===== src/rtl/spa_pkg.sv =====
package spa_pkg;
  typedef enum logic [1:0] {
    ST_IDLE = 2'd0,
    ST_CALC = 2'd1,
    ST_FIX  = 2'd2
  } spa_state_e;
endpackage


===== src/rtl/spa_rca_half.sv =====
module spa_rca_half #(
  parameter int W = 8
) (
  input  logic [W-1:0] a_i,
  input  logic [W-1:0] b_i,
  input  logic         cin_i,
  output logic [W-1:0] sum_o,
  output logic         cout_o
);
  logic [W:0] c;
  assign c[0] = cin_i;

  for (genvar i = 0; i < W; i++) begin : g_fa
    assign sum_o[i] = a_i[i] ^ b_i[i] ^ c[i];
    assign c[i+1]   = (a_i[i] & b_i[i]) | (c[i] & (a_i[i] ^ b_i[i]));
  end

  assign cout_o = c[W];
endmodule


===== src/rtl/spa_carry_pred.sv =====
module spa_carry_pred (
  input  logic clk_i,
  input  logic rst_ni,
  input  logic upd_i,
  input  logic carry_i,
  output logic pred_o
);
  always_ff @(posedge clk_i or negedge rst_ni) begin
    if (!rst_ni)    pred_o <= 1'b0;
    else if (upd_i) pred_o <= carry_i;
  end
endmodule


===== src/rtl/spa_ctrl.sv =====
module spa_ctrl
  import spa_pkg::*;
(
  input  logic clk_i,
  input  logic rst_ni,
  input  logic start_i,
  input  logic hit_i,
  output logic load_o,
  output logic busy_o,
  output logic valid_o,
  output logic miss_o
);
  spa_state_e state_q, state_d;

  logic calc;
  assign calc    = (state_q == ST_CALC);
  assign miss_o  = calc & ~hit_i;
  assign busy_o  = miss_o;
  assign valid_o = (calc & hit_i) | (state_q == ST_FIX);
  assign load_o  = start_i & ~busy_o;

  always_comb begin
    if (load_o)      state_d = ST_CALC;
    else if (miss_o) state_d = ST_FIX;
    else             state_d = ST_IDLE;
  end

  always_ff @(posedge clk_i or negedge rst_ni) begin
    if (!rst_ni) state_q <= ST_IDLE;
    else         state_q <= state_d;
  end
endmodule


===== src/rtl/spec_split_adder.sv =====
module spec_split_adder #(
  parameter int WIDTH = 16
) (
  input  logic             clk_i,
  input  logic             rst_ni,
  input  logic             start_i,
  input  logic [WIDTH-1:0] a_i,
  input  logic [WIDTH-1:0] b_i,
  output logic             busy_o,
  output logic             valid_o,
  output logic             miss_o,
  output logic [WIDTH-1:0] sum_o,
  output logic             cout_o
);
  localparam int HALF = WIDTH / 2;
  localparam int UPW  = WIDTH - HALF;

  logic [WIDTH-1:0] a_q, b_q;
  logic             load, pred_q, lo_cout, hit;
  logic [HALF-1:0]  lo_sum;
  logic [UPW-1:0]   hi_sum;

  always_ff @(posedge clk_i or negedge rst_ni) begin
    if (!rst_ni) begin
      a_q <= '0;
      b_q <= '0;
    end else if (load) begin
      a_q <= a_i;
      b_q <= b_i;
    end
  end

  spa_rca_half #(.W(HALF)) i_lo (
    .a_i   (a_q[HALF-1:0]),
    .b_i   (b_q[HALF-1:0]),
    .cin_i (1'b0),
    .sum_o (lo_sum),
    .cout_o(lo_cout)
  );

  // upper half always runs on the stored guess; after a miss it holds the true carry
  spa_rca_half #(.W(UPW)) i_hi (
    .a_i   (a_q[WIDTH-1:HALF]),
    .b_i   (b_q[WIDTH-1:HALF]),
    .cin_i (pred_q),
    .sum_o (hi_sum),
    .cout_o(cout_o)
  );

  assign hit = (lo_cout == pred_q);

  spa_carry_pred i_pred (
    .clk_i  (clk_i),
    .rst_ni (rst_ni),
    .upd_i  (miss_o),
    .carry_i(lo_cout),
    .pred_o (pred_q)
  );

  spa_ctrl i_ctrl (
    .clk_i  (clk_i),
    .rst_ni (rst_ni),
    .start_i(start_i),
    .hit_i  (hit),
    .load_o (load),
    .busy_o (busy_o),
    .valid_o(valid_o),
    .miss_o (miss_o)
  );

  assign sum_o = {hi_sum, lo_sum};
endmodule


===== config.mk =====
export PLATFORM = sky130hd
export DESIGN_NAME = spec_split_adder
export DESIGN_NICKNAME = d
export VERILOG_FILES = /design/src/rtl/spa_pkg.sv /design/src/rtl/spa_rca_half.sv /design/src/rtl/spa_carry_pred.sv /design/src/rtl/spa_ctrl.sv /design/src/rtl/spec_split_adder.sv
export SDC_FILE = /design/constraint.sdc
export NUM_CORES = 1
export LEC_CHECK = 0
export BUFFER_PORTS_ARGS = -buffer_cell sky130_fd_sc_hd__buf_2
export CORE_ASPECT_RATIO = 1.2
export CORE_MARGIN = 2
export CORE_UTILIZATION = 40
export CTS_BUF_LIST = sky130_fd_sc_hd__clkbuf_2
export CTS_CLUSTER_DIAMETER = 120
export DETAILED_ROUTE_END_ITERATION = 8
export PLACE_DENSITY_LB_ADDON = 0.25
export SLEW_MARGIN = 20
export SYNTH_ARGS = -nofsm -noshare
export SYNTH_HDL_FRONTEND = slang
export SYNTH_SLANG_ARGS = --single-unit
export TNS_END_PERCENT = 10

===== constraint.sdc =====
create_clock -name clk_i -period 5.45 [get_ports clk_i]
set_clock_uncertainty 0.15 [all_clocks]
set_input_delay 0.2725 -clock clk_i [delete_from_list [all_inputs] [get_ports clk_i]]
set_output_delay 0.2725 -clock clk_i [all_outputs]
set_load 0.005 [all_outputs]

# Word level (Yosys, flattened, before mapping)
# Cells that the tools add are included.
op_classes:
  add_sub_neg: 0
  n_mul: 0
  n_div: 0
  order_cmp: 0
  n_eq_ne: 3
  n_shift: 0
  n_mux: 2
  bitwise_logic: 83
  reduce_logical: 0
ops:
  columns: ["operator", "n"]
  rows:
  - ["1-bit bitwise AND", 34]
  - ["1-bit XOR", 31]
  - ["1-bit bitwise OR", 16]
  - ["2-bit 2-to-1 mux", 2]
  - ["2-bit by 1-bit == test with 1-bit output, second input constant", 1]
  - ["2-bit == test, second input constant", 1]
  - ["1-bit inverter", 2]
  - ["1-bit == test", 1]
word_totals:
  regBits: 35
  latchBits: 0
  mem_bits_rw: 0
  romBits: 0
  in_bits: 35
  elab_cells: 92
  mem_count: 0

# Longest topological paths before layout
logic_depth:
  ltp_word: 21
  depth_mapped: 13
  ltp_nobuf: 12

# By module
# From an unflattened synthesis, not the netlist that was laid out.
hier_totals:
  cells_unflattened: 117
  hier_area_um2: 1893.1
by_module_without_submodules:
  columns: ["mod", "n_inst", "cells_per_inst", "area_per_inst_um2", "seq_area_each_um2"]
  rows:
  - ["spec_split_adder", 1, 70, 1357.6, 800.8]
  - ["spa_rca_half", 2, 18, 197.7, 0.0]
  - ["spa_ctrl", 1, 9, 100.1, 50.0]
  - ["spa_carry_pred", 1, 2, 40.0, 25.0]

# Worst setup path before layout
# OpenSTA, ideal clock, no wires.
synth_path:
  path_type: "flip-flop to flip-flop"
  from: "register a_q[0]"
  to: "register a_q[10]"
  setup_time_ps: 125
  arrival_time_ps: 3942
  slack_ps: 1232
  stages_incl_launch_ff: 14
  path_buffers: 1
  synth_period_minus_slack_ps: 4218
  path_cell_list: "dfrtp_1 > ha_1 > fa_1 > fa_1 > fa_1 > fa_1 > fa_1 > fa_1 > inv_1 > fa_1 > xor2_2 > o21ai_4 > buf_6 > mux2_4"
synth_between:
  elab_chain_cells: 20
synth_rtl:
  columns: ["element", "line", "text"]
  rows:
  - ["start, declared", "spec_split_adder.sv:18", "logic [WIDTH-1:0] a_q, b_q;"]
  - ["start signal, assigned", "spec_split_adder.sv:28", "a_q <= a_i;"]
  - ["1-bit bitwise AND (2 in series)", "spa_rca_half.sv:15", "assign c[i+1] = (a_i[i] & b_i[i]) | (c[i] & (a_i[i] ^ b_i[i]));"]
  - ["1-bit bitwise OR", "spa_rca_half.sv:15", null]
  - ["1-bit bitwise AND", "spa_rca_half.sv:15", null]
  - ["1-bit bitwise OR", "spa_rca_half.sv:15", null]
  - ["1-bit bitwise AND", "spa_rca_half.sv:15", null]
  - ["1-bit bitwise OR", "spa_rca_half.sv:15", null]
  - ["1-bit bitwise AND", "spa_rca_half.sv:15", null]
  - ["1-bit bitwise OR", "spa_rca_half.sv:15", null]
  - ["[... 3 more ...]", null, null]
  - ["1-bit bitwise OR", "spa_rca_half.sv:15", null]
  - ["1-bit bitwise AND", "spa_rca_half.sv:15", null]
  - ["1-bit bitwise OR", "spa_rca_half.sv:15", null]
  - ["1-bit == test", "spec_split_adder.sv:50", "assign hit = (lo_cout == pred_q);"]
  - ["1-bit inverter", "spa_ctrl.sv:17", "assign miss_o = calc & ~hit_i;"]
  - ["1-bit bitwise AND", "spa_ctrl.sv:17", null]
  - ["1-bit inverter", "spa_ctrl.sv:20", "assign load_o = start_i & ~busy_o;"]
  - ["1-bit bitwise AND", "spa_ctrl.sv:20", null]
# Every way passes these cells.
# A chain may end at the register's enable or synchronous reset.

# Worst setup path after layout
layout_path:
  from: "register a_q[0]"
  to: "register b_q[8]"
layout_between:
  elab_chain_cells: 20
layout_rtl:
  columns: ["element", "line", "text"]
  rows:
  - ["1-bit bitwise AND (2 in series)", "spa_rca_half.sv:15", null]
  - ["1-bit bitwise OR", "spa_rca_half.sv:15", null]
  - ["1-bit bitwise AND", "spa_rca_half.sv:15", null]
  - ["1-bit bitwise OR", "spa_rca_half.sv:15", null]
  - ["1-bit bitwise AND", "spa_rca_half.sv:15", null]
  - ["1-bit bitwise OR", "spa_rca_half.sv:15", null]
  - ["1-bit bitwise AND", "spa_rca_half.sv:15", null]
  - ["1-bit bitwise OR", "spa_rca_half.sv:15", null]
  - ["[... 3 more ...]", null, null]
  - ["1-bit bitwise OR", "spa_rca_half.sv:15", null]
  - ["1-bit bitwise AND", "spa_rca_half.sv:15", null]
  - ["1-bit bitwise OR", "spa_rca_half.sv:15", null]
  - ["1-bit == test", "spec_split_adder.sv:50", null]
  - ["1-bit inverter", "spa_ctrl.sv:17", null]
  - ["1-bit bitwise AND", "spa_ctrl.sv:17", null]
  - ["1-bit inverter", "spa_ctrl.sv:20", null]
  - ["1-bit bitwise AND", "spa_ctrl.sv:20", null]
  - ["end signal, assigned", "spec_split_adder.sv:29", "b_q <= b_i;"]
  - ["end, declared", "spec_split_adder.sv:18", null]
# Every way passes these cells.

==> impl_metrics.tcl <==
set metrics [dict create \
    setup_viol 0 \
    hold_viol 0 \
    drtPass1Iterations 3 \
    ant_nets 0 \
    synth-seq-cells 35 \
    netlist_top_cells_area "dfrtp_1 (48%), mux2_4 (24%), fa_1 (16%)" \
    critPathArrivalTime_ns 4.90 \
    final_util 0.579 \
    ios 55 \
    synth-async-reset-ratio 1.00 \
    irDropWorstVdd_mv 0.308 \
    yosysMostFrequentCell "dfrtp_1" \
    synth_top_area_frac 0.480 \
    setup.worst_path.start "a_q[0]$_DFFE_PN0P_" \
    max_cap_viol_count 0 \
    cts_buffers 5 \
    dp_hpwl_um 2470 \
    place_area_um2 2140 \
    cp-start-kind "flip-flop" \
    rows 26 \
    grt_pass1_wl_um 5830 \
    insertion_delay_ns 0.36 \
    routed_via_density 4.35 \
    powerDensity_nw_per_um2 610 \
    clockBufferDepth 2 \
    htreeDepth 2 \
    die_height_um 78.0 \
    hold_class "input pin to flip-flop" \
    clkTransAtPathRegs_ns 0.17 \
    drc_errors 0 \
    antenna_found_initial 0 \
    power.leakage_nw 1.28 \
    critPathMaxFanout 14 \
    ys_warn_count 0 \
    dieWidth_um 65.7 \
    fin_hold_ws_ns 0.115 \
    min-delay-start "start_i" \
    drive_above_1_share 0.468 \
    yosysTopAreaCell "dfrtp_1" \
    cts_tree "yes" \
    cts-root-buf "clkbuf_2" \
    rr_startpoint "a_q[0]$_DFFE_PN0P_" \
    grt_max_degree 36 \
    setup_tns_ns 0 \
    grt_pass1_vias 1268 \
    finish.instance_area_um2 2510 \
    fin_ws_ns 0.660 \
    tightest_slew_ns 0.753 \
    synth-edff-count 0 \
    fillers 387 \
    clock-sinks 35 \
    wl_um 3430 \
    cts_resized 0 \
    yosysSeqAreaShare 0.480 \
    drv_slew 0 \
    synth_common_cells "dfrtp_1 (35), mux2_4 (29), inv_1 (16)" \
    end_kind "flip-flop" \
    fmax_mhz 209 \
    gp_congestion 0.716 \
    dieArea_um2 5120 \
    required_ns 5.56 \
    syn_nets 163 \
    status "finished clean" \
    syn2layout_area_growth_pct 37.4 \
    period_needed_ns 4.79 \
    slew_headroom 0.498 \
    path_class "flip-flop to flip-flop" \
    start_util 0.422 \
    rsz0062_at_grt "no" \
    nets 255 \
    wl_per_cell_um 13.1 \
    vias 1135 \
    syn_avg_cell_area_um2 16.3 \
    diodes 0 \
    postCtsSetupBuffers 0 \
    track_usage 0.153 \
    synth.distinct_cells 15 \
    fin_crit_sh 0.879 \
    synthesis.instances 112 \
    grt_overflow 0 \
    io_buffers 54 \
    syn_area_um2 1820 \
    synthFlopType "dfrtp_1" \
    dp_slack_ns 0.720 \
    drt_first_iter_violations 11 \
    core-area_um2 4330 \
]
## critical path, stage by stage, from the launching register on
cell and delay, ns:
dfrtp_1 0.41, ha_1 0.21, fa_1 0.39, fa_1 0.40
fa_1 0.42, fa_1 0.41, fa_1 0.39, fa_1 0.37
inv_1 0.07, fa_1 0.23, xor2_2 0.13, o21ai_4 0.40
buf_4 0.36, mux2_4 0.33
## kinds of logic (layout without fill, tap and decap cells)
kind of cell	after synthesis	in the layout	synth area share
simple gates	5	5	0.0123
buf+inv	20	113	0.0556
xor+xnor	1	1	0.00892
flops	35	35	0.480
mux	32	32	0.257
compound gates	3	3	0.0144
fa+ha+maj	16	16	0.171
## flip-flops by register name, summed over array words and instances (netlist names)
| name | cells |
|---|---|
| b_q | 16 |
| a_q | 16 |
| i_ctrl.state_q | 2 |
| i_pred.pred_o | 1 |
## per-stage QoR
step | power, mW | cells
finish | 1.53 | 261
global route | 1.70 | 261
CTS | 1.57 | 261
detailed placement | 1.44 | 220
global placement | 1.41 | 220
floorplan | 1.10 | 112
## path summary, 6_finish.rpt
check	slack [ns]	to	cells past startpoint
setup / recovery	0.66	b_q[8]$_DFFE_PN0P_	13
hold / removal	0.12	i_ctrl.state_q[0]$_DFF_PN0_	3
setup reg to reg	0.66	b_q[8]$_DFFE_PN0P_	13
hold reg to reg	0.38	b_q[7]$_DFFE_PN0P_	1
max in group asynchronous	4.32	a_q[15]$_DFFE_PN0P_	2
min in group asynchronous	0.35	b_q[5]$_DFFE_PN0P_	2
## cells in the final DEF, fill, tap and decap left out, drive strengths merged
| cell | instances |
|---|---|
| buf | 56 |
| dlygate4sd3 | 33 |
| clkbuf | 6 |
| nand2b | 1 |
| dfrtp | 35 |
| nand2 | 1 |
| mux2 | 32 |
| fa | 15 |
| o21ai | 3 |
| nand3 | 1 |
| ha | 1 |
| nor2 | 2 |
| inv | 16 |
| clkinv | 2 |
| xor2 | 1 |
## metal layers
metal | up-vias | part of all wire | GRT usage | wire length [um]
li1 | 540 | - | - | -
met1 | 555 | 0.42 | 0.192 | 1440
met2 | 34 | 0.51 | 0.248 | 1770
met3 | 6 | 0.051 | 0.0478 | 175
met4 | 0 | 0.015 | 0.0500 | 53
met5 | - | 0 | 0 | 0
## final cells by class
| class | instances | area [um^2] | area share |
|---|---|---|---|
| clock buffers | 6 | 30.0 | 0.0120 |
| well taps | 56 | 70.1 | 0.0280 |
| flip-flops and latches | 35 | 876 | 0.349 |
| inverters | 16 | 60.1 | 0.0240 |
| clock inverters | 2 | 7.51 | 0.00300 |
| multi-input cells | 57 | 847 | 0.338 |
| repair buffers | 89 | 616 | 0.246 |
## timing repair
action	in CTS	in global routing
hold endpoints to repair	67	0
hold buffers	33	0
endpoints found under the setup margin	0	0
## where the power goes
group | switching, mW | internal (mW) | total, mW
Clock | 0.0797 | 0.0309 | 0.111
Combinational | 0.393 | 0.527 | 0.920
Sequential | 0.108 | 0.390 | 0.497
Total | 0.581 | 0.948 | 1.53
(Power assumes the default switching activity.)
